===== src/rtl/tsw_pkg.sv =====
package tsw_pkg;
    localparam int WORD_W      = 32;
    localparam int NUM_EVT     = 3;
    localparam int CODE_W      = 8;
    localparam int SYNC_STAGES = 2;
    localparam logic [CODE_W-1:0] CODE_OK  = 8'h40;
    localparam logic [CODE_W-1:0] CODE_BAD = 8'h90;

    typedef enum logic {
        ST_IDLE = 1'b0,
        ST_RESP = 1'b1
    } tsw_state_e;

    // Mask positions a host may legally clear: the odd bit of each event pair.
    function automatic logic [WORD_W-1:0] log_positions(input int n);
        logic [WORD_W-1:0] m;
        m = '0;
        for (int i = 0; i < n; i++) m[2*i+1] = 1'b1;
        return m;
    endfunction
endpackage


===== src/rtl/tsw_sync.sv =====
module tsw_sync #(
    parameter int W      = 3,
    parameter int STAGES = 2
) (
    input  logic         clk,
    input  logic         rst_n,
    input  logic [W-1:0] d,
    output logic [W-1:0] q
);
    logic [W-1:0] chain [STAGES];

    always_ff @(posedge clk or negedge rst_n) begin
        if (!rst_n) begin
            for (int k = 0; k < STAGES; k++) chain[k] <= '0;
        end else begin
            chain[0] <= d;
            for (int k = 1; k < STAGES; k++) chain[k] <= chain[k-1];
        end
    end

    assign q = chain[STAGES-1];
endmodule


===== src/rtl/tsw_log_bank.sv =====
module tsw_log_bank #(
    parameter int N = 3
) (
    input  logic         clk,
    input  logic         rst_n,
    input  logic [N-1:0] stat,
    input  logic [N-1:0] clr,
    output logic [N-1:0] log_q
);
    logic [N-1:0] prev_q;
    logic [N-1:0] rise;

    assign rise = stat & ~prev_q;

    always_ff @(posedge clk or negedge rst_n) begin
        if (!rst_n) begin
            prev_q <= '0;
            log_q  <= '0;
        end else begin
            prev_q <= stat;
            log_q  <= (log_q & ~clr) | rise;
        end
    end

    for (genvar i = 0; i < N; i++) begin : g_chk
        AST_LOG_ONLY_ON_RISE: assert property (@(posedge clk) disable iff (!rst_n)
            $rose(log_q[i]) |-> $past(stat[i]) && !$past(prev_q[i]));
        AST_LOG_FALL_NEEDS_CLEAR: assert property (@(posedge clk) disable iff (!rst_n)
            $fell(log_q[i]) |-> $past(clr[i]));
        AST_SET_WINS: assert property (@(posedge clk) disable iff (!rst_n)
            (stat[i] && !prev_q[i] && clr[i]) |=> log_q[i]);
    end
endmodule


===== src/rtl/tsw_cmd_fsm.sv =====
module tsw_cmd_fsm
    import tsw_pkg::*;
#(
    parameter int N = 3
) (
    input  logic              clk,
    input  logic              rst_n,
    input  logic              cmd_valid,
    input  logic [WORD_W-1:0] cmd_mask,
    input  logic [N-1:0]      stat,
    input  logic [N-1:0]      logs,
    output logic [N-1:0]      clr,
    output logic              rsp_valid,
    output logic [WORD_W-1:0] rsp_word,
    output logic [CODE_W-1:0] rsp_code
);
    localparam logic [WORD_W-1:0] LEGAL = log_positions(N);

    tsw_state_e state_q, state_d;
    logic [WORD_W-1:0] word_now;
    logic fire, legal;

    always_comb begin
        word_now = '0;
        for (int i = 0; i < N; i++) begin
            word_now[2*i]   = stat[i];
            word_now[2*i+1] = logs[i];
        end
    end

    assign fire  = cmd_valid && (state_q == ST_IDLE);
    assign legal = ((~cmd_mask) & ~LEGAL) == '0;

    always_comb begin
        for (int i = 0; i < N; i++) clr[i] = fire && legal && !cmd_mask[2*i+1];
    end

    always_comb begin
        state_d = state_q;
        unique case (state_q)
            ST_IDLE: if (fire) state_d = ST_RESP;  // ACCEPT
            ST_RESP: state_d = ST_IDLE;            // RETIRE
        endcase
    end

    always_ff @(posedge clk or negedge rst_n) begin
        if (!rst_n) state_q <= ST_IDLE;
        else        state_q <= state_d;
    end

    always_ff @(posedge clk or negedge rst_n) begin
        if (!rst_n) begin
            rsp_word <= '0;
            rsp_code <= '0;
        end else if (fire) begin
            rsp_word <= word_now;
            rsp_code <= legal ? CODE_OK : CODE_BAD;
        end
    end

    assign rsp_valid = (state_q == ST_RESP);

    AST_RSP_ONE_CYCLE: assert property (@(posedge clk) disable iff (!rst_n)
        rsp_valid |=> !rsp_valid);
    AST_CODE_KNOWN: assert property (@(posedge clk) disable iff (!rst_n)
        rsp_valid |-> (rsp_code == CODE_OK || rsp_code == CODE_BAD));
    AST_RESERVED_ZERO: assert property (@(posedge clk) disable iff (!rst_n)
        rsp_valid |-> (rsp_word[WORD_W-1:2*N] == '0));
    AST_BAD_NO_CLEAR: assert property (@(posedge clk) disable iff (!rst_n)
        (cmd_valid && state_q == ST_IDLE && (cmd_mask | LEGAL) != '1) |=> $past(logs) == (logs & $past(logs))
            || ((logs & ~$past(logs)) != '0));
endmodule


===== src/rtl/thermal_status_word.sv =====
module thermal_status_word
    import tsw_pkg::*;
(
    input  logic              clk,
    input  logic              rst_n,
    input  logic [NUM_EVT-1:0] evt_in,
    input  logic              cmd_valid,
    input  logic [WORD_W-1:0] cmd_mask,
    output logic              rsp_valid,
    output logic [WORD_W-1:0] rsp_word,
    output logic [CODE_W-1:0] rsp_code
);
    logic [NUM_EVT-1:0] stat_s;
    logic [NUM_EVT-1:0] log_s;
    logic [NUM_EVT-1:0] clr_s;

    tsw_sync #(.W(NUM_EVT), .STAGES(SYNC_STAGES)) u_sync (
        .clk   (clk),
        .rst_n (rst_n),
        .d     (evt_in),
        .q     (stat_s)
    );

    tsw_log_bank #(.N(NUM_EVT)) u_logs (
        .clk   (clk),
        .rst_n (rst_n),
        .stat  (stat_s),
        .clr   (clr_s),
        .log_q (log_s)
    );

    tsw_cmd_fsm #(.N(NUM_EVT)) u_fsm (
        .clk       (clk),
        .rst_n     (rst_n),
        .cmd_valid (cmd_valid),
        .cmd_mask  (cmd_mask),
        .stat      (stat_s),
        .logs      (log_s),
        .clr       (clr_s),
        .rsp_valid (rsp_valid),
        .rsp_word  (rsp_word),
        .rsp_code  (rsp_code)
    );
endmodule


===== config.mk =====
export PLATFORM = sky130hd
export DESIGN_NAME = thermal_status_word
export DESIGN_NICKNAME = d
export VERILOG_FILES = /design/src/rtl/tsw_pkg.sv /design/src/rtl/tsw_sync.sv /design/src/rtl/tsw_log_bank.sv /design/src/rtl/tsw_cmd_fsm.sv /design/src/rtl/thermal_status_word.sv
export SDC_FILE = /design/constraint.sdc
export NUM_CORES = 1
export LEC_CHECK = 0
export ABC_AREA = 1
export BUFFER_PORTS_ARGS = -buffer_cell sky130_fd_sc_hd__buf_2
export CAP_MARGIN = 20
export CORE_MARGIN = 4
export CORE_UTILIZATION = 35
export DETAILED_ROUTE_END_ITERATION = 7
export PLACE_DENSITY = 0.71
export REMOVE_ABC_BUFFERS = 1
export SKIP_CTS_REPAIR_TIMING = 1
export SYNTH_ARGS = -nofsm -noshare
export SYNTH_HDL_FRONTEND = slang
export SYNTH_SLANG_ARGS = --single-unit

===== constraint.sdc =====
create_clock -name clk -period 2.61 [get_ports clk]
set_input_delay 0.1305 -clock clk [delete_from_list [all_inputs] [get_ports clk]]
set_output_delay 0.1305 -clock clk [all_outputs]
set_load 0.1 [all_outputs]

Yosys cells after proc, flatten, opt, wreduce, memory -nomap -nowiden
Cells that the tools add are included.
{"block": "word_totals", "output_inout_bits": 41, "reg_bits": 27, "elab_cells": 26}
{"block": "op_classes", "bitwise": 7, "n_reduce_logical": 9, "mux": 3}
{"op": "$logic_not A32 Y1", "n": 1}
{"op": "$not A32 Y32", "n": 1}
{"op": "$mux W8", "n": 1}
{"op": "$and A3 B3 Y3", "n": 2}
{"op": "$not A3 Y3", "n": 2}
{"op": "$logic_and A1 B1 Y1", "n": 5}
{"op": "$logic_not A1 Y1", "n": 3}
{"op": "$or A3 B3 Y3", "n": 1}
{"op": "$pmux W1 S2", "n": 1}
{"op": "$mux W1", "n": 1}
{"op": "$not A1 Y1", "n": 1}

Longest topological paths before layout
Gate-level depths: netlist of run 1.
{"block": "depth", "ltp_word": 7, "ltp_mapped": 8, "ltp_nobuf": 8}

Cells and area by module
From an unflattened synthesis of run 1, not the netlist that was laid out.
{"block": "hier_totals", "hier_cells": 130, "hier_area_um2": 1102.3}
{"module": "tsw_cmd_fsm", "n_inst": 1, "cells_each": 100, "area_each_um2": 723.2}
{"module": "tsw_log_bank", "n_inst": 1, "cells_each": 21, "area_each_um2": 206.4}
{"module": "tsw_sync", "n_inst": 1, "cells_each": 9, "area_each_um2": 172.7}

Worst setup path after synthesis of run 1
OpenSTA, ideal clock, no wires.
{"block": "synth_timing", "kind": "reg-to-reg", "start": "register u_fsm.state_q (netlist: u_fsm.rsp_valid)", "end": "register u_fsm.rsp_word[0]", "synth_period_minus_slack_ns": 1.516, "stages_incl_launch_ff": 6, "n_path_buf": 1, "arrival_ns": 1.434, "setup_slack_ns": 1.094, "cell_sequence": "dfrtp_1 -> inv_1 -> nand2_2 -> buf_2 -> nand2_1 -> o21ai_0"}
{"block": "synth_via", "elab_chain_cells": 2}
{"item": "start, declared", "line": "tsw_cmd_fsm.sv:19", "source": "tsw_state_e state_q, state_d;"}
{"item": "start signal, assigned", "line": "tsw_cmd_fsm.sv:48", "source": "else state_q <= state_d;"}
{"item": "$not A1 Y1"}
{"item": "$logic_and A1 B1 Y1", "line": "tsw_cmd_fsm.sv:31", "source": "assign fire = cmd_valid && (state_q == ST_IDLE);"}
{"item": "end signal, assigned", "line": "tsw_cmd_fsm.sv:56", "source": "rsp_word <= word_now;"}
{"item": "end, declared", "line": "tsw_cmd_fsm.sv:14", "source": "output logic [WORD_W-1:0] rsp_word,"}
No other way between the ends.
A chain may end at the register's enable or synchronous reset.

Worst setup path after layout of run 1
{"block": "layout_timing", "start": "register u_fsm.rsp_word[2]", "end": "output rsp_word[2]"}
{"item": "end, declared", "line": "thermal_status_word.sv:10", "source": "output logic [WORD_W-1:0] rsp_word,"}
No word-level cell between the ends.

==> impl_metrics.json, run 1 <==
{
  "clockBufferDepth": 2,
  "hold_path_class": "input port to flop",
  "grt_remaining_overflow": 0,
  "cts_tree": "done",
  "rsz0062_at_grt": "false",
  "yosysSeqAreaShare_pct": 48.89,
  "reg2reg_from": "u_fsm.rsp_valid$_DFF_PN0_",
  "initial_core_util_pct": 37.68,
  "synth_top_family_by_area": "buffers and inverters",
  "wire_per_inst_um": 9.072,
  "clock_latency_ps": 300,
  "ioPinCount": 79,
  "critPathLaunchType": "flop",
  "vias": 799,
  "syn_inst": 124,
  "synth_cell_types": 14,
  "drv_cap": 0,
  "die_area_mm2": 0.004021,
  "cp-end-kind": "output port",
  "post-route-min-period_ps": 1234,
  "final_common_cell": "buf_2",
  "antenna_found_initial": 0,
  "path_cells": "buf_2",
  "status": "finished, final reports clean",
  "final_cell_mix": "buf_2 (47), nand2_1 (38), conb_1 (31)",
  "peakVddDrop_uv": 433.1,
  "drive_gt1_share_pct": 32.95,
  "routed_wl_mm": 1.878,
  "hold-path-cell-count": 5,
  "max_freq_ghz": 0.8101,
  "cp_data_required_time_ps": 2480,
  "cts_buffers": 3,
  "path_delay_family": "buffers and inverters",
  "n_antenna_cell": 0,
  "final_util_pct": 44.96,
  "p_per_area_mw_per_mm2": 678.2,
  "place.gp.congestion": 0.7096,
  "dp_hpwl_mm": 1.550,
  "synth.avg_cell_area_um2": 8.668,
  "r2r_cells": 8,
  "drc": 0,
  "rows": 19,
  "r2r_setup_slack_ps": 1430,
  "skew_ps": 8.084,
  "synth_top_area_share_pct": 48.89,
  "crit_type": "flop to output port",
  "synthXorXnorAreaFrac_pct": 0,
  "finalSetupViolations": 0,
  "cts_sinks": 21,
  "coreArea_mm2": 0.002853,
  "nets": 215,
  "cts_root_buf": "clkbuf_4",
  "multiInputGateArea_um2": 382.9,
  "critPathMaxFanout": 2,
  "dieWidth_um": 63.42,
  "io_buffers": 47,
  "ant_nets": 0,
  "synth.area.mux_share_pct": 0,
  "setup_tns_ps": 0,
  "max_stage_delay_ps": 430,
  "grt_pass1_wl_mm": 2.967,
  "yosys_warnings": 0,
  "drt_iter0_drc": 29,
  "min_from": "cmd_mask[1]",
  "leakagePower_nw": 0.7292,
  "die_height_um": 63.42,
  "synthAdderAreaFrac_pct": 0,
  "synth-simple-area-share_pct": 22.70,
  "ys_ff_latch": 21,
  "r2r_end": "u_logs.log_q[2]$_DFF_PN0_",
  "h-tree-depth": 1,
  "syn_area_mm2": 0.001075,
  "hold_viol": 0,
  "path_clk_slew_ps": 110,
  "viasPerCell": 3.860,
  "grt_pass1_vias": 696,
  "grt_max_degree": 22,
  "post-route-period-util_pct": 47.29,
  "syn2layout_area_growth_pct": 19.32,
  "min_to": "u_logs.log_q[0]$_DFF_PN0_",
  "worst-path-buf-inv": 1,
  "grt_use_total_pct": 9.142,
  "drt_first_pass_iters": 3,
  "yosysTopAreaCell": "dfrtp_1",
  "numPlacedInstances": 199,
  "critPathArrivalTime_ps": 1100,
  "nFillCells": 303,
  "synth.area.top_cells": "dfrtp_1 (49%), buf_4 (22%), nand2_1 (13%), inv_1 (3.1%), nor2_1 (2.4%)",
  "fin_cells": 207,
  "synth_compound_area_share_pct": 2.095,
  "regArea_um2": 525.5,
  "slew_violations": 0,
  "cpMaxStageDelayCell": "buf_2"
}
[area by class of cell]
| class | count | area share, % |
|---|---|---|
| well taps | 31 | 3.024 |
| flip-flops and latches | 21 | 40.98 |
| clock buffers | 4 | 2.049 |
| multi-input cells | 91 | 29.85 |
| repair buffers | 51 | 21.46 |
| inverters | 9 | 2.634 |
[metrics by stage]
| step | hold slack [ps] | cell area, um^2 | worst slack, ps | power [W] |
|---|---|---|---|---|
| global placement | 101.0 | 1216 | 1475 | 0.0007214 |
| floorplan | -165.1 | 942.2 | 790.0 | 0.0006697 |
| finish | 111.9 | 1282 | 1376 | 0.0008698 |
| CTS | -234.1 | 1242 | 1361 | 0.0008767 |
| global route | 116.1 | 1282 | 1249 | 0.0009135 |
| detailed placement | 104.2 | 1216 | 1442 | 0.0007231 |
[sequential cells by signal, summed over array words and instances (netlist names)]
register         flops
u_logs.log_q         3
u_fsm.rsp_valid      1
u_logs.prev_q        3
u_sync.q             3
u_fsm.rsp_word       6
u_fsm.rsp_code       2
u_sync.chain         3
[cell families after synthesis]
group | count (synthesis)
simple gates | 56
buf+inv | 42
flops | 21
compound gates | 4
other cells | 1
[metal layers]
metal | track usage (%) | routed length [um]
met1 | 10.71 | 698
met2 | 15.51 | 935
met3 | 4.085 | 244
met4 | 1.617 | 0
met5 | 0 | 0
[cells in the mapped netlist]
master and count:
nand3_1 3, or2_2 3, buf_2 1, dfrtp_1 21
buf_4 32, nor2_2 1, conb_1 1, nand2_1 38
nor2_4 2, nand2_2 2, inv_1 9, o21a_1 1
nor2_1 7, o21ai_0 3
[power breakdown]
part | internal (W) | leakage [nW] | switching, W | total [W]
sequential | 0.000345 | 0.237 | 0.00000822 | 0.000353
clock | 0.0000594 | 0.0150 | 0.0000898 | 0.000149
combinational | 0.0000426 | 0.478 | 0.000325 | 0.000368
[worst max-delay path by stage]
stage / startpoint / to / slack (ps) / cells after the start
6_report: u_fsm.rsp_word[2]$_DFFE_PN0N_ / rsp_word[2] / 1380 / 1
4_1_cts: u_fsm.rsp_word[2]$_DFFE_PN0N_ / rsp_word[2] / 1360 / 1
2_1_floorplan: u_fsm.rsp_code[4]$_DFFE_PN0N_ / u_fsm.rsp_code[4]$_DFFE_PN0N_ / 790 / 1
3_3_place_gp: u_fsm.rsp_valid$_DFF_PN0_ / u_logs.log_q[2]$_DFF_PN0_ / 1470 / 8
3_5_place_dp: u_fsm.rsp_valid$_DFF_PN0_ / u_logs.log_q[2]$_DFF_PN0_ / 1440 / 8
5_1_grt: u_fsm.rsp_valid$_DFF_PN0_ / u_logs.log_q[2]$_DFF_PN0_ / 1250 / 8
Power figures use the tool's default switching activity.
==> run 2: changes to the inputs <==
- clock period: 2.61 -> 1.2 ns (I/O delays scaled with it)
==> impl_metrics.json, run 2 (synthesis results as in run 1) <==
{
  "grt_remaining_overflow": 0,
  "critPathArrivalTime_ps": 1120,
  "crit_type": "flop to output port",
  "grt_pass1_wl_mm": 3.098,
  "multiInputGateArea_um2": 382.9,
  "nets": 216,
  "p_per_area_mw_per_mm2": 1462,
  "post-route-period-util_pct": 98.69,
  "critPathLaunchType": "flop",
  "rows": 19,
  "dieWidth_um": 63.42,
  "worst-path-buf-inv": 1,
  "critPathMaxFanout": 3,
  "final_common_cell": "buf_2",
  "top_register": "u_fsm.rsp_word",
  "finalSetupViolations": 0,
  "routed_wl_mm": 1.926,
  "leakagePower_nw": 0.7386,
  "stdcell_area_mm2": 0.001306,
  "max_stage_delay_ps": 440,
  "peakVddDrop_uv": 912.4,
  "cpMaxStageDelayCell": "buf_2",
  "clock_latency_ps": 300,
  "path_cells": "buf_2",
  "grt_pass1_vias": 746,
  "grt_max_degree": 22,
  "antenna_found_initial": 0,
  "cts_sinks": 21,
  "nFillCells": 285,
  "status": "finished, final reports clean",
  "vias": 819,
  "slew_violations": 0,
  "cp_data_required_time_ps": 1140,
  "wire_per_inst_um": 9.260,
  "path_delay_family": "buffers and inverters",
  "initial_core_util_pct": 37.68,
  "whs_ps": 43.88,
  "max_freq_ghz": 0.8444,
  "cp-end-kind": "output port",
  "ioPinCount": 79,
  "die_area_mm2": 0.004021,
  "post-route-min-period_ps": 1184,
  "h-tree-depth": 1,
  "cts_tree": "done",
  "hold_path_class": "input port to flop",
  "clockBufferDepth": 2,
  "numPlacedInstances": 200,
  "setup_tns_ps": 0,
  "total_power_w": 0.001909,
  "dpl-instance-area_mm2": 0.001224,
  "syn2layout_area_growth_pct": 21.54,
  "coreArea_mm2": 0.002853,
  "largest_register_ffs": 6,
  "dp_hpwl_mm": 1.619,
  "drive_gt1_share_pct": 33.90,
  "cts_buffers": 3,
  "drc": 0,
  "drv_cap": 0,
  "die_height_um": 63.42,
  "fin_cells": 208,
  "cts_root_buf": "clkbuf_4",
  "skew_ps": 4.512,
  "drt_first_pass_iters": 3,
  "final_cell_mix": "buf_2 (41), nand2_1 (38), conb_1 (31)",
  "rsz0062_at_grt": "true",
  "ant_nets": 0,
  "viasPerCell": 3.938,
  "path_clk_slew_ps": 110,
  "hold_viol": 0,
  "grt_use_total_pct": 9.599,
  "io_buffers": 47,
  "regArea_um2": 525.5,
  "drt_iter0_drc": 13,
  "n_antenna_cell": 0,
  "place.gp.congestion": 0.7044
}
## run 2: cell count changes in the layout (fill, tap and decap cells not counted)
cell	previous run	this run
buf_2	47	41
clkbuf_4	3	9
clkinv_2	0	1
clkbuf_1	1	0
buf_4	0	1
## run 2: routing by layer
metal / share of wire, % / vias up / global-route usage (%)
met5: 0 / - / 0
met4: 0.31 / 0 / 1.617
met3: 12 / 2 / 4.618
met2: 51 / 52 / 16.69
met1: 36 / 354 / 10.74
li1: - / 411 / -
## run 2: final cells by class
class	instances	area share, %
timing repair buffer	52	22.80
sequential	21	40.23
tap	31	2.969
clock inverter	1	0.3831
clock buffer	3	1.724
inverter	9	2.586
multi-input combinational	91	29.31
## run 2: final timing paths
path	start	endpoint	slack [ps]	cells after the start
worst min-delay path	cmd_mask[1]	u_logs.log_q[0]$_DFF_PN0_	40	5
worst max-delay path	u_fsm.rsp_code[4]$_DFFE_PN0N_	rsp_code[7]	20	1
max in group asynchronous	rst_n	u_fsm.rsp_word[1]$_DFFE_PN0N_	660	2
worst min register to register	u_sync.chain[5]$_DFF_PN0_	u_sync.q[2]$_DFF_PN0_	360	0
min in group asynchronous	rst_n	u_sync.chain[5]$_DFF_PN0_	220	2
worst max register to register	u_fsm.rsp_valid$_DFF_PN0_	u_logs.log_q[1]$_DFF_PN0_	180	8
## run 2: power breakdown
group          switching [W]  leakage (nW)  total (W)  internal, W
clock network       0.000203        0.0177   0.000327     0.000124
registers          0.0000166         0.237   0.000766     0.000750
logic               0.000710         0.484   0.000816     0.000106
## run 2: metrics by stage
| stage | setup WS [ps] | utilization, % |
|---|---|---|
| after floorplan | -620.0 | - |
| after global placement | 190.2 | 42.89 |
| after detailed placement | 171.9 | 42.89 |
| after CTS | 0 | 43.86 |
| after global routing | -43.51 | 45.79 |
| final | 15.70 | 45.79 |
==> run 3: changes to the inputs <==
- CORE_UTILIZATION: 35 -> 40
- PLACE_DENSITY: 0.71 -> 0.79
==> impl_metrics.json, run 3 (synthesis results as in run 1) <==
{
  "cp-end-kind": "output port",
  "final_cell_mix": "buf_2 (39), nand2_1 (38), conb_1 (31)",
  "antenna_found_initial": 0,
  "grt_remaining_overflow": 0,
  "ant_nets": 0,
  "drt_first_pass_iters": 3,
  "crit_type": "flop to output port",
  "syn2layout_area_growth_pct": 21.89,
  "min_from": "cmd_mask[3]",
  "cts_buffers": 3,
  "grt_max_degree": 22,
  "clock_latency_ps": 300,
  "grt_use_met3_pct": 4.536,
  "critPathLaunchType": "flop",
  "coreArea_mm2": 0.002522,
  "viasPerCell": 3.903,
  "cts_root_buf": "clkbuf_4",
  "grt_use_total_pct": 10.53,
  "finalSetupViolations": 0,
  "cpMaxStageDelayCell": "buf_2",
  "r2r_cells": 8,
  "r2r_setup_slack_ps": 160,
  "wire_per_inst_um": 9.208,
  "status": "finished, final reports clean",
  "nets": 216,
  "drc": 0,
  "setup_ws_ps": 64.25,
  "die_height_um": 59.84,
  "dpl-instance-area_mm2": 0.001222,
  "final_util_pct": 51.93,
  "worst-path-buf-inv": 1,
  "leakagePower_nw": 0.7427,
  "clockBufferDepth": 2,
  "dp_hpwl_mm": 1.582,
  "reg2reg_from": "u_fsm.rsp_valid$_DFF_PN0_",
  "fin_cells": 207,
  "drive_gt1_share_pct": 33.90,
  "post-route-period-util_pct": 94.65,
  "critPathArrivalTime_ps": 1080,
  "peakVddDrop_uv": 1045,
  "numPlacedInstances": 199,
  "cts_sinks": 21,
  "h-tree-depth": 1,
  "vias": 808,
  "hold_path_class": "input port to flop",
  "total_power_w": 0.001908,
  "stdcell_area_mm2": 0.001310,
  "skew_ps": 3.863,
  "max_stage_delay_ps": 420,
  "nFillCells": 247,
  "hold_viol": 0,
  "grt_pass1_wl_mm": 2.815,
  "critPathMaxFanout": 2,
  "dieWidth_um": 59.84,
  "routed_wl_mm": 1.906,
  "slew_violations": 0,
  "post-route-min-period_ps": 1136,
  "grtUsageMet2_pct": 18.83,
  "max_freq_ghz": 0.8805,
  "cp_data_required_time_ps": 1140,
  "min_to": "u_logs.log_q[1]$_DFF_PN0_",
  "rsz0062_at_grt": "false",
  "ioPinCount": 79,
  "r2r_end": "u_logs.log_q[0]$_DFF_PN0_",
  "path_clk_slew_ps": 110,
  "rows": 18,
  "p_per_area_mw_per_mm2": 1457,
  "pre_cts_slack_ps": 160.4,
  "largest_register_ffs": 6,
  "drv_cap": 0,
  "grt_pass1_vias": 685,
  "die_area_mm2": 0.003580,
  "place.gp.congestion": 0.7234,
  "path_cells": "buf_2",
  "busiest_layer": "met2",
  "drt_iter0_drc": 14,
  "final_common_cell": "buf_2",
  "hold-path-cell-count": 5,
  "path_delay_family": "buffers and inverters",
  "io_buffers": 47,
  "cts_tree": "done",
  "top_register": "u_fsm.rsp_word",
  "use_met1_pct": 11.61,
  "initial_core_util_pct": 42.61,
  "n_antenna_cell": 0
}
[run 3: final cells by class]
cell class	instances	area [um^2]	share of cell area (%)
clock buffer	3	22.52	1.719
clock inverter	1	5.005	0.3820
inverter	9	33.78	2.579
multi-input combinational	91	382.9	29.23
sequential	21	525.5	40.11
tap	30	37.54	2.865
timing repair buffer	52	302.8	23.11
[run 3: stage by stage]
step	TNS, ps	hold slack (ps)
final	0	51.24
after detailed placement	0	37.68
after global placement	0	26.73
after global routing	0	49.32
after CTS	0	-308.0
after floorplan	-4680	-235.6
[run 3: report_power, final]
group	leakage [nW]	internal [W]	switching, W
combinational	0.488	0.000106	0.000708
clock	0.0177	0.000124	0.000203
sequential	0.237	0.000750	0.0000169
[run 3: layer usage]
layer  share of wire (%)  wire (um)  vias up
met4                0.58         11        0
met5                   0          0        -
met3                  15        286        3
met1                  33        633      341
li1                    -          -      413
met2                  51        974       51
[run 3: worst max path at each step]
stage,start,to,slack [ps],cells past startpoint
after floorplan,u_fsm.rsp_code[4]$_DFFE_PN0N_,u_fsm.rsp_code[4]$_DFFE_PN0N_,-620,1
after global placement,u_fsm.rsp_valid$_DFF_PN0_,u_logs.log_q[2]$_DFF_PN0_,190,8
after detailed placement,u_fsm.rsp_valid$_DFF_PN0_,u_logs.log_q[0]$_DFF_PN0_,160,8
after CTS,u_fsm.rsp_code[4]$_DFFE_PN0N_,rsp_code[4],3,1
after global routing,u_fsm.rsp_valid$_DFF_PN0_,rsp_valid,1,1
final,u_fsm.rsp_valid$_DFF_PN0_,rsp_valid,60,1
